===== config.mk =====
export PLATFORM = sky130hd
export DESIGN_NAME = imgp_stream_parser
export DESIGN_NICKNAME = d
export VERILOG_FILES = /design/src/rtl/imgp_pkg.sv /design/src/rtl/imgp_chunk_filter.sv /design/src/rtl/imgp_payload_counter.sv /design/src/rtl/imgp_section_parser.sv /design/src/rtl/imgp_stream_parser.sv
export SDC_FILE = /design/constraint.sdc
export NUM_CORES = 1
export LEC_CHECK = 0
export BUFFER_PORTS_ARGS = -buffer_cell sky130_fd_sc_hd__buf_2
export CORE_UTILIZATION = 35
export DETAILED_ROUTE_END_ITERATION = 7
export SETUP_SLACK_MARGIN = 0.2
export SYNTH_ARGS = -nofsm -noshare
export SYNTH_HDL_FRONTEND = slang
export SYNTH_SLANG_ARGS = --single-unit

===== constraint.sdc =====
create_clock -name clk -period 6.41 [get_ports clk]
set_clock_uncertainty 0.15 [all_clocks]
set_input_delay 0.3205 -clock clk [delete_from_list [all_inputs] [get_ports clk]]
set_output_delay 0.3205 -clock clk [all_outputs]
set_load 0.01 [all_outputs]

===== src/rtl/imgp_pkg.sv =====
package imgp_pkg;

  typedef enum logic [2:0] {
    ST_IDLE, ST_PRE, ST_TAG, ST_LEN, ST_SKIP, ST_PAY, ST_DONE, ST_ERR
  } parse_st_t;

  typedef enum logic [2:0] {
    ERR_NONE     = 3'd0,
    ERR_PREAMBLE = 3'd1,
    ERR_TAG      = 3'd2,
    ERR_LENGTH   = 3'd3,
    ERR_LIMIT    = 3'd4,
    ERR_SELECT   = 3'd5
  } err_t;

  localparam int PRE_LEN = 13;
  localparam logic [7:0] TAG_FIRST   = 8'h61;
  localparam logic [7:0] TAG_PAYLOAD = 8'h65;

  // Expected preamble byte at position idx.
  function automatic logic [7:0] preamble_byte(input logic [3:0] idx);
    logic [7:0] b;
    if (idx == 4'd0 || idx == 4'd10 || idx == 4'd11) b = 8'h00;
    else if (idx == 4'd1)  b = 8'h09;
    else if (idx == 4'd12) b = 8'h01;
    else if (idx[0] == 1'b0) b = 8'h0F;
    else b = 8'hF0;
    return b;
  endfunction

  function automatic logic tag_legal(input logic [7:0] t);
    return (t >= TAG_FIRST) && (t <= TAG_PAYLOAD);
  endfunction

  // Number of length bytes that follow a tag.
  function automatic logic [2:0] len_bytes(input logic [7:0] t);
    return (t == TAG_PAYLOAD) ? 3'd4 : 3'd2;
  endfunction

endpackage


===== src/rtl/imgp_chunk_filter.sv =====
module imgp_chunk_filter #(
  parameter int CHUNK_LEN = 288,
  parameter int NUM_IMG   = 4,
  localparam int OFS_W    = $clog2(CHUNK_LEN),
  localparam int IMG_W    = $clog2(NUM_IMG + 1)
) (
  input  logic             clk,
  input  logic             rst_n,
  input  logic             restart,
  input  logic             step,
  input  logic [IMG_W-1:0] sel_idx,
  output logic             own,
  output logic             chunk_last
);

  logic [OFS_W-1:0] ofs_q;
  logic [IMG_W-1:0] owner_q;

  assign chunk_last = (ofs_q == OFS_W'(CHUNK_LEN - 1));
  assign own        = (owner_q == sel_idx);

  always_ff @(posedge clk) begin
    if (!rst_n || restart) begin
      ofs_q   <= '0;
      owner_q <= '0;
    end else if (step) begin
      if (chunk_last) begin
        ofs_q   <= '0;
        owner_q <= (owner_q == IMG_W'(NUM_IMG - 1)) ? '0 : owner_q + 1'b1;
      end else begin
        ofs_q <= ofs_q + 1'b1;
      end
    end
  end

endmodule


===== src/rtl/imgp_payload_counter.sv =====
module imgp_payload_counter #(
  parameter int LEN_W = 32
) (
  input  logic             clk,
  input  logic             rst_n,
  input  logic             restart,
  input  logic             load,
  input  logic [LEN_W-1:0] load_val,
  input  logic             dec,
  output logic             last
);

  logic [LEN_W-1:0] left_q;

  assign last = (left_q == LEN_W'(1));

  always_ff @(posedge clk) begin
    if (!rst_n || restart) left_q <= '0;
    else if (load)         left_q <= load_val;
    else if (dec)          left_q <= left_q - 1'b1;
  end

endmodule


===== src/rtl/imgp_section_parser.sv =====
module imgp_section_parser
  import imgp_pkg::*;
#(
  parameter int SEARCH_LIMIT = 100,
  localparam int HW          = $clog2(SEARCH_LIMIT + 8)
) (
  input  logic        clk,
  input  logic        rst_n,
  input  logic        start,
  input  logic        sel_bad,
  input  logic        own,
  input  logic        in_valid,
  input  logic [7:0]  in_data,
  input  logic        out_ready,
  input  logic        pay_last,
  output logic        in_ready,
  output logic        out_valid,
  output logic        accept,
  output logic        pay_load,
  output logic        pay_step,
  output logic [31:0] len_word,
  output parse_st_t   state,
  output err_t        err,
  output logic        found,
  output logic [31:0] payload_len
);

  parse_st_t   st_q;
  err_t        err_q;
  logic [3:0]  pre_idx_q;
  logic [7:0]  tag_q;
  logic [31:0] len_acc_q;
  logic [2:0]  len_cnt_q;
  logic [7:0]  skip_left_q;
  logic [HW-1:0] hdr_cnt_q;
  logic        found_q;
  logic [31:0] plen_q;

  logic lim_hit;
  logic active;
  logic take;
  logic len_final;

  assign state       = st_q;
  assign err         = err_q;
  assign found       = found_q;
  assign payload_len = plen_q;

  assign lim_hit = ((st_q == ST_TAG) || (st_q == ST_SKIP)) &&
                   (hdr_cnt_q >= HW'(SEARCH_LIMIT));
  assign active  = (st_q == ST_PRE) || (st_q == ST_TAG) || (st_q == ST_LEN) ||
                   (st_q == ST_SKIP) || (st_q == ST_PAY);

  assign in_ready  = !start && active && !lim_hit &&
                     (!own || (st_q != ST_PAY) || out_ready);
  assign out_valid = !start && (st_q == ST_PAY) && own && in_valid;
  assign accept    = in_valid && in_ready;
  assign take      = accept && own;
  assign len_word  = {len_acc_q[23:0], in_data};
  assign len_final = (len_cnt_q == 3'd1);
  assign pay_load  = take && (st_q == ST_LEN) && len_final && (tag_q == TAG_PAYLOAD);
  assign pay_step  = take && (st_q == ST_PAY);

  always_ff @(posedge clk) begin
    if (!rst_n) begin
      st_q        <= ST_IDLE;
      err_q       <= ERR_NONE;
      pre_idx_q   <= '0;
      tag_q       <= '0;
      len_acc_q   <= '0;
      len_cnt_q   <= '0;
      skip_left_q <= '0;
      hdr_cnt_q   <= '0;
      found_q     <= 1'b0;
      plen_q      <= '0;
    end else begin
      found_q <= 1'b0;
      if (start) begin
        st_q      <= sel_bad ? ST_ERR : ST_PRE;
        err_q     <= sel_bad ? ERR_SELECT : ERR_NONE;
        pre_idx_q <= '0;
        hdr_cnt_q <= '0;
        len_acc_q <= '0;
      end else if (lim_hit) begin
        st_q  <= ST_ERR;
        err_q <= ERR_LIMIT;
      end else if (take) begin
        unique case (st_q)
          ST_PRE: begin
            pre_idx_q <= pre_idx_q + 1'b1;
            if (in_data != preamble_byte(pre_idx_q)) begin
              st_q  <= ST_ERR;
              err_q <= ERR_PREAMBLE;
            end else if (pre_idx_q == 4'(PRE_LEN - 1)) begin
              st_q <= ST_TAG;
            end
          end
          ST_TAG: begin
            hdr_cnt_q <= hdr_cnt_q + 1'b1;
            if (!tag_legal(in_data)) begin
              st_q  <= ST_ERR;
              err_q <= ERR_TAG;
            end else begin
              tag_q     <= in_data;
              len_cnt_q <= len_bytes(in_data);
              len_acc_q <= '0;
              st_q      <= ST_LEN;
            end
          end
          ST_LEN: begin
            hdr_cnt_q <= hdr_cnt_q + 1'b1;
            len_acc_q <= len_word;
            len_cnt_q <= len_cnt_q - 1'b1;
            if (len_final) begin
              if (tag_q == TAG_PAYLOAD) begin
                found_q <= 1'b1;
                plen_q  <= len_word;
                st_q    <= (len_word == 32'd0) ? ST_DONE : ST_PAY;
              end else if (len_word > 32'd255) begin
                st_q  <= ST_ERR;
                err_q <= ERR_LENGTH;
              end else if (len_word == 32'd0) begin
                st_q <= ST_TAG;
              end else begin
                skip_left_q <= len_word[7:0];
                st_q        <= ST_SKIP;
              end
            end
          end
          ST_SKIP: begin
            hdr_cnt_q   <= hdr_cnt_q + 1'b1;
            skip_left_q <= skip_left_q - 1'b1;
            if (skip_left_q == 8'd1) st_q <= ST_TAG;
          end
          ST_PAY: begin
            if (pay_last) st_q <= ST_DONE;
          end
          default: ;
        endcase
      end
    end
  end

endmodule


===== src/rtl/imgp_stream_parser.sv =====
module imgp_stream_parser
  import imgp_pkg::*;
#(
  parameter int CHUNK_LEN    = 288,
  parameter int NUM_IMG      = 4,
  parameter int SEARCH_LIMIT = 100,
  localparam int IMG_W       = $clog2(NUM_IMG + 1)
) (
  input  logic             clk,
  input  logic             rst_n,
  input  logic             start,
  input  logic [IMG_W-1:0] img_sel,
  input  logic [7:0]       in_data,
  input  logic             in_valid,
  output logic             in_ready,
  output logic [7:0]       out_data,
  output logic             out_valid,
  input  logic             out_ready,
  output logic             busy,
  output logic             done,
  output logic [2:0]       err_code,
  output logic             found,
  output logic [31:0]      payload_len
);

  logic [IMG_W-1:0] sel_idx_q;
  logic             sel_bad;
  logic             own_byte;
  logic             chunk_last;
  logic             accept;
  logic             pay_load;
  logic             pay_step;
  logic             pay_last;
  logic [31:0]      len_word;
  parse_st_t        state;
  err_t             err;

  assign sel_bad = (img_sel == '0) || (img_sel > IMG_W'(NUM_IMG));

  always_ff @(posedge clk) begin
    if (!rst_n)     sel_idx_q <= '0;
    else if (start) sel_idx_q <= img_sel - 1'b1;
  end

  imgp_chunk_filter #(
    .CHUNK_LEN (CHUNK_LEN),
    .NUM_IMG   (NUM_IMG)
  ) u_filter (
    .clk        (clk),
    .rst_n      (rst_n),
    .restart    (start),
    .step       (accept),
    .sel_idx    (sel_idx_q),
    .own        (own_byte),
    .chunk_last (chunk_last)
  );

  imgp_payload_counter #(
    .LEN_W (32)
  ) u_paycnt (
    .clk      (clk),
    .rst_n    (rst_n),
    .restart  (start),
    .load     (pay_load),
    .load_val (len_word),
    .dec      (pay_step),
    .last     (pay_last)
  );

  imgp_section_parser #(
    .SEARCH_LIMIT (SEARCH_LIMIT)
  ) u_parser (
    .clk         (clk),
    .rst_n       (rst_n),
    .start       (start),
    .sel_bad     (sel_bad),
    .own         (own_byte),
    .in_valid    (in_valid),
    .in_data     (in_data),
    .out_ready   (out_ready),
    .pay_last    (pay_last),
    .in_ready    (in_ready),
    .out_valid   (out_valid),
    .accept      (accept),
    .pay_load    (pay_load),
    .pay_step    (pay_step),
    .len_word    (len_word),
    .state       (state),
    .err         (err),
    .found       (found),
    .payload_len (payload_len)
  );

  assign out_data = in_data;
  assign busy     = (state == ST_PRE) || (state == ST_TAG) || (state == ST_LEN) ||
                    (state == ST_SKIP) || (state == ST_PAY);
  assign done     = (state == ST_DONE);
  assign err_code = err;

endmodule


### Word level (Yosys, flattened, before mapping)

Index checks and enable logic that the tools add are counted.

* add/sub/neg operators: 8
* magnitude comparators: 5
* eq/ne operators: 33
* muxes and demuxes: 49
* bitwise operators: 6
* reduce and logical (&&, ||, !) cells: 51

Operator list (count)
* 2-to-1 mux 8 bit: 13
* 2-to-1 mux 3 bit: 25
* 2-to-1 mux 32 bit: 2
* case mux 24 bit (2 select lines): 1
* == test 32 x 1 -> 1 bit (second input constant): 1
* > comparator 32 x 8 -> 1 bit (second input constant): 1
* logical NOT 32 bit: 1
* subtractor 32 x 1 -> 32 bit (second input constant): 1
* 2-to-1 mux 24 bit: 1
* == test 8 x 7 -> 1 bit (second input constant): 2
* inequality test 4 x 2 -> 1 bit (second input constant): 4
* case mux 8 bit (2 select lines): 1
* case mux 3 bit (5 select lines): 1
* logical AND 1 bit: 14
* == test 4 bit (second input constant): 3
* inequality test 4 x 3 -> 1 bit (second input constant): 3
* AND reduction 6 bit: 2
* logical OR 1 bit: 11
* AND reduction 5 bit: 2
* adder 9 x 1 -> 9 bit (second input constant): 1
* == test 3 x 2 -> 1 bit (second input constant): 3
* == test 3 bit (second input constant): 3
* == test 9 bit (second input constant): 1
* 2-to-1 mux 9 bit: 1
* 38 further kinds: 54

* bits in registers: 140
* logic and storage cells: 166

### Logic depth before layout (Yosys ltp)

* depth in word-level cells: 20
* gate-level depth with buffers: 11

### Hierarchy

Synthesis repeated with hierarchy kept, for this count alone.

* cell total of the unflattened synthesis: 902
* area total of the unflattened synthesis: 7410.9 um^2

Modules (own cells, without submodules)
* imgp_section_parser: instances 1, cells each 558, area an instance 4606.9 um^2, sequential area each 1861.8 um^2
* imgp_payload_counter: instances 1, cells each 250, area an instance 2001.9 um^2, sequential area each 640.6 um^2
* imgp_chunk_filter: instances 1, cells each 68, area an instance 594.3 um^2, sequential area each 240.2 um^2
* imgp_stream_parser: instances 1, cells each 26, area an instance 207.7 um^2, sequential area each 60.1 um^2

### Least setup slack after synthesis

Ideal clock, no wire load.

* path type: register to register
* start: register u_parser.pre_idx_q[0]
* end: register u_parser.err_q[0] (netlist: u_parser.err[0])
* library setup time: 72 ps
* data arrival time: 2478 ps
* path slack: 3711 ps
* stages on the path, launching flop included: 11
* buffers on the path: 1
* path through: dfxtp_1 -> clkbuf_1 -> inv_1 -> ha_1 -> or4b_2 -> o221ai_1 -> mux2_2 -> o211ai_1 -> nand2_1 -> nor2_1 -> mux2i_1

* word-level cells in the longest chain between the ends: 12
* elaborated cells between the ends (all ways): 19
* those cells by class: eq/ne (6); mux (9); reduce/logical (4)

Ends and longest elaborated chain
* start, declared: line imgp_section_parser.sv:30 `logic [3:0] pre_idx_q;`
* start signal, assigned: line imgp_section_parser.sv:90 `pre_idx_q <= pre_idx_q + 1'b1;`
* == test 4 bit (tied with other cells): line imgp_pkg.sv:25 `else if (idx == 4'd12) b = 8'h01;`
* 2-to-1 mux 8 bit / logical OR 1 bit (equally long branches): line imgp_pkg.sv:25, imgp_pkg.sv:23
* 2-to-1 mux 8 bit / logical OR 1 bit (equally long branches): line imgp_pkg.sv:24, imgp_pkg.sv:23
* 2-to-1 mux 8 bit (*): line imgp_pkg.sv:23 `if (idx == 4'd0 || idx == 4'd10 || idx == 4'd11) b = 8'h00;`
* 2-to-1 mux 8 bit (*): line imgp_section_parser.sv:88 `unique case (st_q)`
* 2-to-1 mux 8 bit (*): line imgp_section_parser.sv:87 `end else if (take) begin`
* 2-to-1 mux 8 bit (*): line imgp_section_parser.sv:84 `end else if (lim_hit) begin`
* 2-to-1 mux 8 bit (*): line imgp_section_parser.sv:78 `if (start) begin`
* 2-to-1 mux 8 bit (*): line imgp_section_parser.sv:65 `if (!rst_n) begin`
* inequality test 8 bit (*): line imgp_section_parser.sv:91 `if (in_data != preamble_byte(pre_idx_q)) begin`
* inequality test 4 x 2 -> 1 bit (no source line) (*)
* AND reduction 7 bit (no source line) (*)
* end signal, assigned: line imgp_section_parser.sv:80 `err_q <= sel_bad ? ERR_SELECT : ERR_NONE;`
* end, declared: line imgp_section_parser.sv:29 `err_t err_q;`

Mark *: on every way between the ends. The rest lies on a longest branch, timed or not. The select of a mux whose other input is x is not followed.
A chain may end at the register's enable or synchronous reset.

### Worst setup path after layout

* start: register u_parser.st_q[2] (netlist: u_parser.state[2])
* end: register u_paycnt.left_q[25]

* word-level cells in the longest chain between the ends: 14
* elaborated cells between the ends (all ways): 26
* those cells by class: eq/ne (6); mux (1); reduce/logical (19)

Ends and longest elaborated chain
* start, declared: line imgp_section_parser.sv:28 `parse_st_t st_q;`
* start signal, assigned: line imgp_section_parser.sv:79 `st_q <= sel_bad ? ST_ERR : ST_PRE;`
* start signal, assigned: line imgp_section_parser.sv:118 `st_q <= (len_word == 32'd0) ? ST_DONE : ST_PAY;`
* == test 3 x 1 -> 1 bit / == test 3 x 2 -> 1 bit (equally long branches): line imgp_section_parser.sv:51, imgp_section_parser.sv:49
* logical OR 1 bit (3 in series): line imgp_section_parser.sv:51 `assign active = (st_q == ST_PRE) || (st_q == ST_TAG) || (st_q == ST_LEN) ||`
* logical OR 1 bit: line imgp_section_parser.sv:52 `(st_q == ST_SKIP) || (st_q == ST_PAY);`
* logical AND 1 bit (3 in series): line imgp_section_parser.sv:54 `assign in_ready = !start && active && !lim_hit &&`
* logical AND 1 bit: line imgp_section_parser.sv:57 `assign accept = in_valid && in_ready;`
* logical AND 1 bit: line imgp_section_parser.sv:58 `assign take = accept && own;`
* logical AND 1 bit (3 in series): line imgp_section_parser.sv:61 `assign pay_load = take && (st_q == ST_LEN) && len_final && (tag_q == TAG_PAYLOAD);`
* 2-to-1 mux 32 bit / nonzero test 2 bit (equally long branches)
* end signal, assigned: line imgp_payload_counter.sv:19 `else if (load) left_q <= load_val;`
* end signal, assigned: line imgp_payload_counter.sv:20 `else if (dec) left_q <= left_q - 1'b1;`
* end, declared: line imgp_payload_counter.sv:13 `logic [LEN_W-1:0] left_q;`

Parallel ways exist; a longest one is shown, timed or not.

==> flow_results.org <==
** Power
- The analysis attributes to cell leakage a power of 2.83 nW.
- Power spread over the standard cell area amounts to 243 nW/um^2.
- IR analysis of the VDD net gives a maximum drop of 0.000184 V.
- Power, Total :: 1.92 mW

** Setup path
- Cell family with most CP delay :: simple AND/OR/NAND/NOR gates
- Along the worst path, the maximum fanout reaches 53.
- Reg-to-reg critical path startpoint :: u_parser.state[2]
- In this run the register-to-register setup slack is 3.11 ns.
- Startpoint-to-endpoint class of the critical path :: reg -> reg
- Arrival time at the worst endpoint :: 3.42 ns
- The worst setup path is captured at a flip-flop.
- The critical path runs through a total of 7 cells.
- The largest single stage delay on the critical path is 0.86 ns.
- The worst setup path is launched from a flip-flop.
- Endpoint of the most critical register-to-register path :: u_paycnt.left_q[25]
- Cell chain of the critical path :: nor3_1 > nor2_1 > and4b_1 > nand3_2 > and2_1 > o21ai_0 > a31oi_1
- Measured in cells, the most critical reg-to-reg path has a length of 7.
- In this run the worst setup path terminates at u_paycnt.left_q[25].
- The largest individual stage delay along the critical path comes from the cell sky130_fd_sc_hd__nand3_2.
- In this run the worst setup path begins at u_parser.state[2].
- Buf+Inv Stages, Crit Path :: 0
- Required arrival time at the worst endpoint :: 6.53 ns

** Yosys
- After synthesis, the mean cell area works out to 8.08 um^2.
- Summing every instance area after synthesis gives 6950 um^2.
- Sequential-to-total area share from yosys stat :: 0.403
- Post-Synthesis Cells :: 860
- Ys Warns :: 0
- Yosys reg bits :: 140
- Yosys mapped the design onto 77 distinct sky130hd cell types.
- Syn nets :: 891
- Among all flip-flop cells after synthesis, the most frequent one is sky130_fd_sc_hd__dfxtp_1.
- Share of synthesized registers carrying an async set or reset :: 0
- Number of enable flip-flop cells after synthesis :: 0

** Clocking
- Worst-skew pair later-pin latency :: 0.42 ns
- Root buffer cell :: sky130_fd_sc_hd__clkbuf_16
- Total CTS buffers :: 17
- Hold-fix buffer count after cts :: 0
- Total of cells resized after clock tree synthesis :: 0
- Number of clock sinks :: 140
- Buffers added to address setup during post-CTS repair amount to 0.
- CTS clock-pin slew for the worst setup and hold paths :: 0.06 ns
- No sink is reached through more buffers than the 2 on the longest clock path.
- CTS tree :: built
- H-tree levels :: 4

** Timing
- For the pin with the worst max-slew slack, the measured transition is 1.27 ns.
- In the finished design, the share of the clock period the worst path needs comes to 0.515.
- Final Hold Vio Count :: 0
- Static timing analysis puts the maximum clock frequency at 0.303 GHz.
- The worst path needs 3.30 ns of the cycle, external delays included.
- Setup violations remaining at the end of the flow were counted as 0.
- The final max-slew violation count came to 0.
- Setup repair after global routing left no endpoint under its margin.
- Hold slack final :: 0.0213 ns
- Worst max-slew margin expressed relative to the limit :: 0.149
- Setup total negative slack on the finished layout was measured at 0 ns.

** Floorplan
- The floorplan step set the die width to 143 um.
- The die is 143 um tall.
- 64 I/O pins were placed.
- The floorplan has 51 rows.
- Die area :: 20400 um^2
- The initial utilization of the core area, before any placement, comes to 0.357.
- The region available for standard cell placement spans 19500 um^2.

** Routing
- In the routed design, unresolved DRC markers number 0.
- The detailed router placed 6230 vias in this run.
- Ratio of routed vias to standard cells :: 5.35
- Routed wire length :: 18100 um
- In this run, the number of DRC markers left after iteration 0 of detailed routing was 457.
- Antenna Violating Nets Remaining :: 0
- The first detailed-routing pass took 5 iterations.
- In the final routed layout, each cell accounts on average for 15.6 um.

** Placed design
- During placement, the flow inserted port buffers numbering 63.
- Area post-placement :: 7360 um^2
- After detailed placement, the design holds a cell count of 1132.
- Routability congestion estimate :: 0.815
- Post-DP HPWL :: 12300 um

** Min path
- Worst Hold Class :: in -> reg
- Hold path cells :: 3

** Global routing
- Summed over all layers, the global routing overflow is 0.
- The number of global-route vias before repair is 5780.
- Pin count of the biggest net entering global routing :: 75
- The initial antenna violation count was 0.
- Across every metal layer, demand over resource in global routing totals 0.186.
- The first global-routing pass estimated 29900 um of wire.

** Finish
- Number of antenna cells inserted :: 0
- Layout cells sized above 1 :: 0.135
- Final Cell Area :: 7910 um^2
- Final cell count without fillers :: 1164
- From synthesis to final layout, the design area changed by 13.8%.
- The net count of the finished layout is 917.

** Outcome
- Status :: completed

** Flow run
- Max-cap violations in this run came to 0.
==> power breakdown <==
group	internal, mW	total (mW)	switching [mW]
logic	0.0426	0.122	0.0795
registers	0.876	0.888	0.0115
clock network	0.519	0.912	0.392
==> registers in the layout (all words and copies together) (netlist names) <==
register	count
u_parser.tag_q	8
u_parser.skip_left_q	8
u_parser.pre_idx_q	4
u_parser.len_cnt_q	3
u_parser.found	1
u_parser.len_acc_q	24
u_parser.state	3
u_parser.err	3
u_paycnt.left_q	32
u_filter.ofs_q	9
u_filter.owner_q	3
sel_idx_q	3
u_parser.hdr_cnt_q	7
u_parser.payload_len	32
==> per-layer routing <==
metal,part of all wire,track usage
met1,0.49,0.258
met2,0.44,0.281
met3,0.050,0.0372
met4,0.021,0.0713
met5,0,0
==> area by class of cell <==
type,count,area [um^2]
Clock buffer,21,460
Clock inverter,11,85.1
Fill cell,2009,11600
Inverter,23,86.3
Multi-Input combinational cell,637,3800
Sequential cell,140,2800
Tap cell,265,332
Timing Repair Buffer,67,345
==> cell families after synthesis <==
logic type      Yosys count  share of synthesized area
buf+inv                  83                     0.0519
xor+xnor                 18                     0.0238
compound gates          211                      0.207
fa+ha+maj                15                     0.0270
flops                   140                      0.403
mux                      11                     0.0160
simple gates            382                      0.272
==> how the worst min path moves through the flow <==
stage	start	to	slack (ns)
floorplan	u_parser.tag_q[5]	u_parser.tag_q[5]	0.29
global placement	u_parser.payload_len[19]	u_parser.payload_len[19]	0.29
detailed placement	u_parser.payload_len[21]	u_parser.payload_len[21]	0.29
CTS	img_sel[0]	sel_idx_q[0]	0.0007
global route	img_sel[0]	sel_idx_q[0]	0.03
finish	img_sel[0]	sel_idx_q[0]	0.02
==> Yosys cell counts, drive strengths merged (3+ instances only) <==
| cell | count | area (um^2) |
|---|---|---|
| nand2 | 153 | 574 |
| dfxtp | 140 | 2800 |
| nor2 | 60 | 225 |
| a21oi | 52 | 260 |
| nand3 | 45 | 230 |
| a21boi | 39 | 293 |
| clkbuf | 35 | 133 |
| a31oi | 26 | 163 |
| buf | 25 | 141 |
| inv | 23 | 86.3 |
| o21ai | 23 | 115 |
| nor3 | 19 | 116 |
| nor4 | 18 | 125 |
| ha | 15 | 188 |
| or4 | 15 | 116 |
| o211ai | 12 | 90.1 |
| nand4 | 11 | 68.8 |
| mux2i | 10 | 100 |
| nand2b | 10 | 62.6 |
| nor2b | 10 | 62.6 |
| or3 | 10 | 62.6 |
| and3 | 9 | 61.3 |
| xnor2 | 9 | 86.3 |
| xor2 | 9 | 78.8 |
| o21a | 8 | 60.1 |
| o311ai | 7 | 61.3 |
| a211oi | 5 | 37.5 |
| nand4b | 5 | 43.8 |
| a21o | 4 | 30.0 |
| nand3b | 4 | 30.0 |
| o221a | 4 | 45.0 |
| o22ai | 4 | 25.0 |
| a211o | 3 | 26.3 |
| o211a | 3 | 30.0 |
| or2 | 3 | 18.8 |
| or4b | 3 | 30.0 |
==> worst reg2reg max path: cells and delay by family, from the launching register on <==
family          cells  cell delay, ns
compound gates      2            0.18
flops               1            0.68
simple gates        5            2.15
==> placed cells by master (no fill, tap or decap), drive strengths merged, types with 9 or more instances in the layout <==
cell type  count
a21boi        39
a21oi         52
a31oi         26
and3           9
buf           67
clkbuf        21
dfxtp        140
ha            15
inv           27
mux2i         10
nand2        153
nand2b        10
nand3         45
nand4         11
nor2          60
nor2b         10
nor3          19
nor4          18
o211ai        12
o21ai         23
or3           10
or4           15
xnor2          9
xor2           9
==> metrics by stage <==
step / worst slack, ns / util
CTS: 3.06 / 0.406
finish: 3.11 / 0.406
detailed placement: 3.08 / 0.378
global placement: 3.15 / 0.378
global route: 2.81 / 0.406
floorplan: 3.71 / -
Power figures use the tool's default switching activity.
